### config.mk
export PLATFORM = sky130hd
export DESIGN_NAME = vbn_ctrl
export DESIGN_NICKNAME = d
export VERILOG_FILES = /design/src/rtl/vbn_pkg.sv /design/src/rtl/vbn_line_decode.sv /design/src/rtl/vbn_status.sv /design/src/rtl/vbn_nmi_sched.sv /design/src/rtl/vbn_wake.sv /design/src/rtl/vbn_ctrl.sv
export SDC_FILE = /design/constraint.sdc
export NUM_CORES = 1
export LEC_CHECK = 0
export CORE_UTILIZATION = 32
export CTS_BUF_LIST = sky130_fd_sc_hd__clkbuf_16
export DETAILED_ROUTE_END_ITERATION = 16
export GPL_TIMING_DRIVEN = 0
export PLACE_DENSITY_LB_ADDON = 0.15
export SLEW_MARGIN = 20
export SYNTH_ARGS = -nofsm -noshare
export SYNTH_HDL_FRONTEND = slang
export SYNTH_SLANG_ARGS = --single-unit
### constraint.sdc
create_clock -name clk -period 2.12 [get_ports clk]
set_input_delay 0.212 -clock clk [delete_from_list [all_inputs] [get_ports clk]]
set_output_delay 0.212 -clock clk [all_outputs]
set_load 0.05 [all_outputs]
### src/rtl/vbn_pkg.sv
package vbn_pkg;

   localparam int STATUS_W    = 8;
   localparam int BLANK_BIT   = 7;
   localparam int NMI_EN_BIT  = 7;
   localparam int JOY_EN_BIT  = 0;

   typedef struct packed {
      logic blank_start;
      logic frame_wrap;
      logic joy_line;
   } vbn_line_ev_t;

   function automatic int wake_cost(input int cpu_cyc, input int dot_cyc);
      return 2 * cpu_cyc + dot_cyc / 2;
   endfunction

endpackage

### src/rtl/vbn_line_decode.sv
module vbn_line_decode
   import vbn_pkg::*;
#(
   parameter int LINE_W     = 9,
   parameter int H_SHORT    = 224,
   parameter int H_TALL     = 239,
   parameter int JOY_OFFSET = 3
) (
   input  logic              line_adv_i,
   input  logic [LINE_W-1:0] line_i,
   input  logic              tall_i,
   output vbn_line_ev_t      ev_o
);

   localparam logic [LINE_W-1:0] BLANK_SHORT = LINE_W'(H_SHORT + 1);
   localparam logic [LINE_W-1:0] BLANK_TALL  = LINE_W'(H_TALL + 1);
   localparam logic [LINE_W-1:0] JOY_SHORT   = LINE_W'(H_SHORT + JOY_OFFSET);
   localparam logic [LINE_W-1:0] JOY_TALL    = LINE_W'(H_TALL + JOY_OFFSET);

   generate
      if (H_TALL + JOY_OFFSET >= (1 << LINE_W)) begin : g_bad_line_w
         $error("vbn_line_decode: LINE_W too narrow for the line count");
      end
      if (H_SHORT >= H_TALL) begin : g_bad_height
         $error("vbn_line_decode: short height must be below tall height");
      end
   endgenerate

   logic [LINE_W-1:0] blank_line;
   logic [LINE_W-1:0] joy_line;

   always_comb begin
      blank_line = tall_i ? BLANK_TALL : BLANK_SHORT;
      joy_line   = tall_i ? JOY_TALL   : JOY_SHORT;
   end

   always_comb begin
      ev_o.blank_start = line_adv_i && (line_i == blank_line);
      ev_o.frame_wrap  = line_adv_i && (line_i == '0);
      ev_o.joy_line    = line_adv_i && (line_i == joy_line);
   end

endmodule

### src/rtl/vbn_status.sv
module vbn_status
   import vbn_pkg::*;
#(
   parameter int REV_W = 4
) (
   input  logic                clk,
   input  logic                rst_n,
   input  vbn_line_ev_t        ev_i,
   input  logic [REV_W-1:0]    rev_i,
   input  logic                disp_blank_i,
   output logic [STATUS_W-1:0] status_o,
   output logic                forced_blank_o
);

   localparam int PAD_W = BLANK_BIT - REV_W;

   generate
      if (REV_W < 1 || REV_W > BLANK_BIT) begin : g_bad_rev
         $error("vbn_status: REV_W must be 1 to 7");
      end
   endgenerate

   logic [BLANK_BIT-1:0] low_bits;

   generate
      if (PAD_W > 0) begin : g_pad
         assign low_bits = {{PAD_W{1'b0}}, rev_i};
      end else begin : g_nopad
         assign low_bits = rev_i;
      end
   endgenerate

   logic [STATUS_W-1:0] status_q;
   logic                fb_q;

   always_ff @(posedge clk) begin
      if (!rst_n) begin
         status_q <= '0;
      end else if (ev_i.blank_start) begin
         status_q <= {1'b1, low_bits};
      end else if (ev_i.frame_wrap) begin
         status_q <= {1'b0, low_bits};
      end
   end

   always_ff @(posedge clk) begin
      if (!rst_n) begin
         fb_q <= 1'b0;
      end else if (ev_i.blank_start) begin
         fb_q <= disp_blank_i;
      end
   end

   assign status_o       = status_q;
   assign forced_blank_o = fb_q;

   p_blank_sets_flag_r1: assert property (@(posedge clk) disable iff (!rst_n)
      ev_i.blank_start |=> status_q[BLANK_BIT])
      else $error("R1 blank flag not set");

   p_wrap_clears_flag_r2: assert property (@(posedge clk) disable iff (!rst_n)
      (ev_i.frame_wrap && !ev_i.blank_start) |=> !status_q[BLANK_BIT])
      else $error("R2 blank flag not cleared");

   p_fb_hold_r9: assert property (@(posedge clk) disable iff (!rst_n)
      !ev_i.blank_start |=> $stable(fb_q))
      else $error("R9 forced blank changed outside blank start");

endmodule

### src/rtl/vbn_nmi_sched.sv
module vbn_nmi_sched #(
   parameter int HPOS_W     = 11,
   parameter int POS_W      = 16,
   parameter int NMI_OFFSET = 12
) (
   input  logic              clk,
   input  logic              rst_n,
   input  logic              sched_i,
   input  logic [HPOS_W-1:0] hpos_i,
   input  logic              ack_i,
   output logic              req_o,
   output logic [POS_W-1:0]  pos_o,
   output logic              fire_o
);

   localparam logic [POS_W-1:0] IDLE_POS = '1;
   localparam logic [POS_W-1:0] TRIG_POS = POS_W'(NMI_OFFSET);

   generate
      if (HPOS_W > POS_W) begin : g_bad_pos_w
         $error("vbn_nmi_sched: HPOS_W must not exceed POS_W");
      end
      if (NMI_OFFSET >= (1 << HPOS_W)) begin : g_bad_offset
         $error("vbn_nmi_sched: NMI_OFFSET beyond the line");
      end
   endgenerate

   logic             pend_q;
   logic [POS_W-1:0] pos_q;
   logic             req_q;
   logic             fire;

   assign fire = pend_q && (POS_W'(hpos_i) >= pos_q);

   always_ff @(posedge clk) begin
      if (!rst_n) begin
         pend_q <= 1'b0;
         pos_q  <= IDLE_POS;
      end else if (sched_i) begin
         pend_q <= 1'b1;
         pos_q  <= TRIG_POS;
      end else if (fire) begin
         pend_q <= 1'b0;
         pos_q  <= IDLE_POS;
      end
   end

   always_ff @(posedge clk) begin
      if (!rst_n) begin
         req_q <= 1'b0;
      end else if (fire) begin
         req_q <= 1'b1;
      end else if (ack_i) begin
         req_q <= 1'b0;
      end
   end

   assign req_o  = req_q;
   assign pos_o  = pos_q;
   assign fire_o = fire;

   p_idle_pos_r4: assert property (@(posedge clk) disable iff (!rst_n)
      !pend_q |-> (pos_q == IDLE_POS))
      else $error("R4 idle trigger position wrong");

   p_fire_clears_r5: assert property (@(posedge clk) disable iff (!rst_n)
      (fire && !sched_i) |=> (!pend_q && req_q))
      else $error("R5 firing did not clear pending");

   p_req_hold_r6: assert property (@(posedge clk) disable iff (!rst_n)
      (req_q && !ack_i) |=> req_q)
      else $error("R6 request dropped without ack");

   p_req_needs_fire_r7: assert property (@(posedge clk) disable iff (!rst_n)
      $rose(req_q) |-> $past(pend_q))
      else $error("R7 request without pending NMI");

endmodule

### src/rtl/vbn_wake.sv
module vbn_wake #(
   parameter int CPU_CYC = 6,
   parameter int DOT_CYC = 4
) (
   input  logic clk,
   input  logic rst_n,
   input  logic waiting_i,
   input  logic fire_i,
   input  logic irq_i,
   output logic wake_o,
   output logic stall_o
);

   localparam int STALL = vbn_pkg::wake_cost(CPU_CYC, DOT_CYC);
   localparam int CNT_W = $clog2(STALL + 1);
   localparam logic [CNT_W-1:0] STALL_LD = CNT_W'(STALL);

   generate
      if (STALL < 1) begin : g_bad_stall
         $error("vbn_wake: stall length must be positive");
      end
   endgenerate

   logic [CNT_W-1:0] cnt_q;
   logic             wake_q;
   logic             start;

   assign start = waiting_i && (fire_i || irq_i) && (cnt_q == '0);

   always_ff @(posedge clk) begin
      if (!rst_n) begin
         cnt_q  <= '0;
         wake_q <= 1'b0;
      end else begin
         wake_q <= start;
         if (start) begin
            cnt_q <= STALL_LD;
         end else if (cnt_q != '0) begin
            cnt_q <= cnt_q - 1'b1;
         end
      end
   end

   assign wake_o  = wake_q;
   assign stall_o = (cnt_q != '0);

   p_wake_load_r10: assert property (@(posedge clk) disable iff (!rst_n)
      wake_q |-> (cnt_q == STALL_LD))
      else $error("R10 stall not loaded on wake");

   p_wake_pulse_r10: assert property (@(posedge clk) disable iff (!rst_n)
      wake_q |=> !wake_q)
      else $error("R10 wake pulse longer than one cycle");

endmodule

### src/rtl/vbn_ctrl.sv
module vbn_ctrl
   import vbn_pkg::*;
#(
   parameter int LINE_W     = 9,
   parameter int HPOS_W     = 11,
   parameter int POS_W      = 16,
   parameter int REV_W      = 4,
   parameter int H_SHORT    = 224,
   parameter int H_TALL     = 239,
   parameter int JOY_OFFSET = 3,
   parameter int NMI_OFFSET = 12,
   parameter int CPU_CYC    = 6,
   parameter int DOT_CYC    = 4
) (
   input  logic                clk,
   input  logic                rst_n,
   input  logic                line_adv_i,
   input  logic [LINE_W-1:0]   line_i,
   input  logic [HPOS_W-1:0]   hpos_i,
   input  logic [7:0]          ctrl_i,
   input  logic                tall_i,
   input  logic [REV_W-1:0]    rev_i,
   input  logic                disp_blank_i,
   input  logic                nmi_ack_i,
   input  logic                irq_i,
   input  logic                waiting_i,
   output logic [STATUS_W-1:0] status_o,
   output logic                nmi_req_o,
   output logic [POS_W-1:0]    nmi_pos_o,
   output logic                joy_start_o,
   output logic                forced_blank_o,
   output logic                wake_o,
   output logic                wake_stall_o
);

   vbn_line_ev_t ev;
   logic         nmi_fire;
   logic         joy_q;
   logic         unused_ctrl;

   assign unused_ctrl = ^ctrl_i[6:1];

   vbn_line_decode #(
      .LINE_W     (LINE_W),
      .H_SHORT    (H_SHORT),
      .H_TALL     (H_TALL),
      .JOY_OFFSET (JOY_OFFSET)
   ) u_decode (
      .line_adv_i (line_adv_i),
      .line_i     (line_i),
      .tall_i     (tall_i),
      .ev_o       (ev)
   );

   vbn_status #(
      .REV_W (REV_W)
   ) u_status (
      .clk            (clk),
      .rst_n          (rst_n),
      .ev_i           (ev),
      .rev_i          (rev_i),
      .disp_blank_i   (disp_blank_i),
      .status_o       (status_o),
      .forced_blank_o (forced_blank_o)
   );

   vbn_nmi_sched #(
      .HPOS_W     (HPOS_W),
      .POS_W      (POS_W),
      .NMI_OFFSET (NMI_OFFSET)
   ) u_nmi (
      .clk     (clk),
      .rst_n   (rst_n),
      .sched_i (ev.blank_start && ctrl_i[NMI_EN_BIT]),
      .hpos_i  (hpos_i),
      .ack_i   (nmi_ack_i),
      .req_o   (nmi_req_o),
      .pos_o   (nmi_pos_o),
      .fire_o  (nmi_fire)
   );

   vbn_wake #(
      .CPU_CYC (CPU_CYC),
      .DOT_CYC (DOT_CYC)
   ) u_wake (
      .clk       (clk),
      .rst_n     (rst_n),
      .waiting_i (waiting_i),
      .fire_i    (nmi_fire),
      .irq_i     (irq_i),
      .wake_o    (wake_o),
      .stall_o   (wake_stall_o)
   );

   always_ff @(posedge clk) begin
      if (!rst_n) begin
         joy_q <= 1'b0;
      end else begin
         joy_q <= ev.joy_line && ctrl_i[JOY_EN_BIT];
      end
   end

   assign joy_start_o = joy_q;

   p_joy_enable_r8: assert property (@(posedge clk) disable iff (!rst_n)
      $rose(joy_q) |-> $past(ctrl_i[JOY_EN_BIT] && line_adv_i))
      else $error("R8 controller read pulse without enable");

   p_blank_wrap_excl_r3: assert property (@(posedge clk) disable iff (!rst_n)
      !(ev.blank_start && ev.frame_wrap))
      else $error("R3 blank start and wrap decoded together");

endmodule

Word-level counts from Yosys, hierarchy flattened
Cells that the tools add are included.

Output and inout port bits: 29. Input bits: 40. Flip-flop bits (word level): 28.

Eq/ne operators: 2. Order comparisons: 1. Add/sub/neg operators: 1. Reductions and logical operators: 17. Bitwise operators: 1. Muxes and demuxes: 12.

Operators with widths (number): 16-bit two-way mux (2); 9-bit == test (2); 11-bit by 16-bit >= comparator with 1-bit output (1); 8-bit two-way mux (2); 5-bit two-way mux (2); 9-bit zero test (1); 1-bit logical AND (8); 4-bit two-way mux (2); 2-bit nonzero test (4); 4-bit zero test (1); 1-bit two-way mux (4); 4-bit nonzero test (1); 4-bit by 1-bit subtractor with 4-bit output, second input constant (1); 2-bit OR reduction (1); 1-bit logical OR (1); 1-bit inverter (1).

Longest topological paths before layout
Word-level depth: 6. Depth in mapped cells: 8.

Cells and area by module
A second synthesis with hierarchy kept.

Cell total of the unflattened synthesis: 123. Area, all modules: 1078.5 um2.

Modules (own cells, without submodules): vbn_nmi_sched (area each 452.9 um2, cells an instance 54, times used 1); vbn_status (area each 266.5 um2, cells an instance 29, times used 1); vbn_wake (area each 237.7 um2, cells an instance 27, times used 1); vbn_line_decode (area each 88.8 um2, cells an instance 10, times used 1); vbn_ctrl (area each 32.5 um2, cells an instance 3, times used 1).

Worst setup path before layout
OpenSTA, ideal clock, no wires.

Path kind: reg2reg. From: reg u_nmi.pos_q[14], in the netlist u_nmi.pos_o[14]. To: reg u_wake.cnt_q[0]. Period minus slack after synthesis: 2.501 ns. Path buffers: 0. Arrival: 2.384 ns. Required time: 2.003 ns. Stages on the path, launching flop included: 8. Slack: -0.381 ns. Cell sequence: dfxtp_1 inv_1 ha_1 a211oi_1 or2_2 o21ai_0 nor2_1 a32o_1.

Cells in the longest elaborated chain, start to end: 6.

Ends and longest elaborated chain: start: declaration (line vbn_nmi_sched.sv:29) `logic [POS_W-1:0] pos_q;`; start signal: assignment (line vbn_nmi_sched.sv:38) `pos_q <= IDLE_POS;`; start signal: assignment (line vbn_nmi_sched.sv:41) `pos_q <= TRIG_POS;`; start signal: assignment (line vbn_nmi_sched.sv:44) `pos_q <= IDLE_POS;`; 11-bit by 16-bit >= comparator with 1-bit output (line vbn_nmi_sched.sv:33) `assign fire = pend_q && (POS_W'(hpos_i) >= pos_q);`; 1-bit logical AND (line vbn_nmi_sched.sv:33); 1-bit logical OR (line vbn_wake.sv:28) `assign start = waiting_i && (fire_i || irq_i) && (cnt_q == '0);`; 1-bit logical AND (2 in series) (line vbn_wake.sv:28); 2-bit OR reduction (no line); end signal: assignment (line vbn_wake.sv:39) `cnt_q <= cnt_q - 1'b1;`; end: declaration (line vbn_wake.sv:24) `logic [CNT_W-1:0] cnt_q;`.

Every way passes these cells. A chain may end at the register's enable or synchronous reset.

Worst setup path in the final report
Ends and elaborated chain as after synthesis.

==> results by group <==
Yosys
  • Yosys warnings: 0
  • Area leader, netlist: dfxtp_1
  • Count leader, synth: buf_4
  • Synth Register Bits: 15
  • Ys flop type: dfxtp_1
  • Post-synth EDFFs: 0
  • Sequential area share after synthesis: a little under 30%
  • Dominant cells by area after synthesis: dfxtp_1 (29%), buf_4 (13%), ha_1 (11%)
  • Cell Area, Synth: slightly above 0.001 mm^2
  • Yosys cell types: 37
  • Synth cell count leaders: buf_4 (18), dfxtp_1 (15), nand2_1 (15)
  • Cells after Synth: around 130
  • Synth async-reset ratio: 0%
  • Yosys top cell area share: roughly 29%
  • Avg Cell Area, Syn: about 8 um^2

Finish
  • Share of cells above drive strength 1: around 16%
  • Post-Layout Cell Count: between 200 and 250
  • Register area: just over 300 um^2
  • Nets@finish: between 200 and 250
  • N_diodes: 0
  • FILL cells: just over 300
  • Final instance area: between 0.0015 and 0.002 mm^2
  • Multi-input logic area: 594 um^2
  • Syn-to-layout area delta: 70.5%

CTS
  • Reg clk slew, reported paths: about 50 ps
  • Hold buffer count at CTS: 0
  • Clock Sinks: 15
  • Cts bufs inserted: 3
  • Clock Path Buffers: 2
  • Htree depth: 1
  • CTS tree: done
  • Clock root buffer: clkbuf_16
  • Worst skew pair latency: about 250 ps

Setup path
  • Reg-to-Reg Start: u_nmi.pos_o[14]
  • Worst Path Buf+Inv: 1
  • Worst setup SP type: register
  • Critical path's top delay family: compound AO/OA/AOI/OAI gates
  • CP Class: reg -> reg
  • Slowest-stage cell, CP: dfxtp_4
  • Worst setup path start: u_nmi.pos_o[14]
  • CP max FO: 20
  • Critical path, cell by cell: inv_1 -> ha_1 -> a211oi_2 -> or2_2 -> o21ai_1 -> nor2_1 -> a32o_1
  • Critical path endpoint category: register
  • Critical path data required time: 2260 ps
  • Crit path DAT: ~2100 ps
  • Slowest cell delay on critical path: 450 ps

Global routing
  • Initial antenna violation count: 0
  • GRT overflow: 0
  • Vias in the first global route: 1037
  • Global-route wire length before repair: 4480 um
  • Pin count of the biggest net entering global routing: 21
  • Total GRT Usage: ~17%

Place
  • RD Place Congestion: between 0.7 and 0.8
  • Placed Cells: about 230
  • Final HPWL DP: 2060 um
  • DP Area: around 0.0017 mm^2
  • IO buf count: 57

Timing
  • Worst-margin pin slew: between 500 and 600 ps
  • Unrepaired setup endpoints after global routing: false
  • Worst Skew: approximately 3.9 ps
  • Min cycle time layout: approximately 2000 ps
  • Final hold vios: 0
  • Fin Setup TNS: 0 ps
  • Final setup viols: 0
  • Fin crit share: between 90% and 100%
  • Worst slew margin: 66.4%
  • Max Freq: 507 MHz
  • Fin. max-slew vios: 0

Floorplan
  • Core area: about 0.0031 mm^2
  • Row cnt: 20
  • Die Y: ~59 um
  • Ports: 69
  • Chip width: slightly below 60 um
  • Initial core utilization: around a third
  • Die area: roughly 0.0035 mm^2

Detailed routing
  • Met1 WL: ~1100 um
  • WL/cell: about 11 um
  • Avg Vias per Cell: between 4 and 5
  • Final WL: 2590 um
  • Met3 WL post-DR: between 150 and 200 um
  • DR top layer: met4
  • DR iter-0 viols: 12
  • WL met2: 1310 um
  • Residual DRC count: 0
  • Routed vias: between 1000 and 1500
  • DRT Pass-1 Iters: 4
  • Remaining antenna violation count after routing: 0

Worst hold path
  • Min-delay src: u_status.status_o[3]
  • Worst min path class: reg -> reg

Pwr
  • Clk pwr share: about a third
  • Sw frac: a little over a third
  • Leakage Power: 0.000724 uW
  • Sequential power share: 30.9%
  • Comb power frac: roughly 36%
  • Peak supply drop: about 0.36 mV
  • Pwr dens: between 600 and 700 mW/mm^2
  • P_sw: 398 uW
  • Internal: about 750 uW

Run status
  • Status: finished, final reports clean

Flow run
  • Max cap viols: 0
==> cell usage in the layout, fill, tap and decap left out, drive strengths merged, types with 2 or more instances in the layout <==
master | netlist | layout
clkdlybuf4s50 | 0 | 56
nor3 | 2 | 2
a21oi | 9 | 9
nand2b | 3 | 3
a211oi | 3 | 3
a31oi | 2 | 2
conb | 2 | 5
nor2 | 6 | 6
o21a | 2 | 2
dfxtp | 15 | 15
inv | 5 | 5
nand2 | 15 | 15
clkbuf | 3 | 7
buf | 18 | 18
nand3 | 8 | 8
o21ai | 7 | 7
ha | 9 | 9
==> per-layer routing <==
layer	GRT usage (%)	vias up
li1	-	560
met1	19.7	478
met2	29.5	36
met3	5.05	2
met4	7.14	0
met5	0	-
==> stage by stage <==
stage | power [uW] | setup WS, ps | util [%] | hold slack [ps]
floorplan | 638 | 183 | - | 352
global placement | 768 | 47.2 | 54.9 | 459
detailed placement | 788 | 14.6 | 54.9 | 466
CTS | 1160 | 11.5 | 57.5 | 478
global route | 1210 | 0.284 | 57.8 | 521
finish | 1150 | 149 | 57.8 | 475
==> final timing paths <==
check / end / slack (ps) / depth (start not counted)
max: u_wake.cnt_q[0] / 150 / 7
min: u_status.status_o[3] / 470 / 2
max reg2reg: u_wake.cnt_q[0] / 150 / 7
min reg2reg: u_status.status_o[3] / 470 / 2
==> worst reg2reg max path: stages, from the launching register on <==
cell      delay [ps]
dfxtp_4          450
inv_1            180
ha_1             350
a211oi_2          80
or2_2            310
o21ai_1          200
nor2_1            80
a32o_1           220
==> cell families (layout without fill, tap and decap cells) <==
group / Yosys count / count (layout) / synth area share (%)
AND/OR/NAND/NOR: 45 / 45 / 22.4
AO/OA/AOI/OAI: 29 / 29 / 19.2
buffers and inverters: 26 / 87 / 16.0
flip-flops: 15 / 15 / 29.0
adder cells (fa/ha/maj): 9 / 9 / 10.9
other: 2 / 5 / 0.726
XOR/XNOR: 1 / 1 / 0.847
multiplexers: 1 / 1 / 0.967
==> flip-flops by register name, summed over array words and instances, names as in the netlist <==
signal,cells
u_status.status_o,5
u_wake.cnt_q,4
joy_start_o,1
u_nmi.pend_q,1
u_nmi.pos_o,1
u_nmi.req_o,1
u_status.forced_blank_o,1
u_wake.wake_o,1
==> power groups by stage <==
stage	sequential (uW)	combinational (uW)	clock, uW
finish	355	416	376
global route	360	452	402
CTS	356	419	391
detailed placement	362	426	0
global placement	357	411	0
floorplan	359	279	0
==> cell type report <==
| cell class | instances | share of cell area, % |
|---|---|---|
| tap | 44 | 3.12 |
| clock inverter | 1 | 0.284 |
| multi-input combinational | 90 | 33.7 |
| clock buffer | 3 | 4.26 |
| sequential | 15 | 17.2 |
| inverter | 5 | 1.06 |
| buffer | 21 | 8.30 |
| timing repair buffer | 57 | 32.1 |
==> repair_timing <==
item | 4_1_cts | 5_1_grt
endpoints found under the setup margin | 1 | 7
resized for setup | 1 | 6
gates cloned | 0 | 0
buffers inserted | 0 | 0
hold endpoints to repair | 0 | 0
Note: power is estimated with default switching activity, not from simulation.
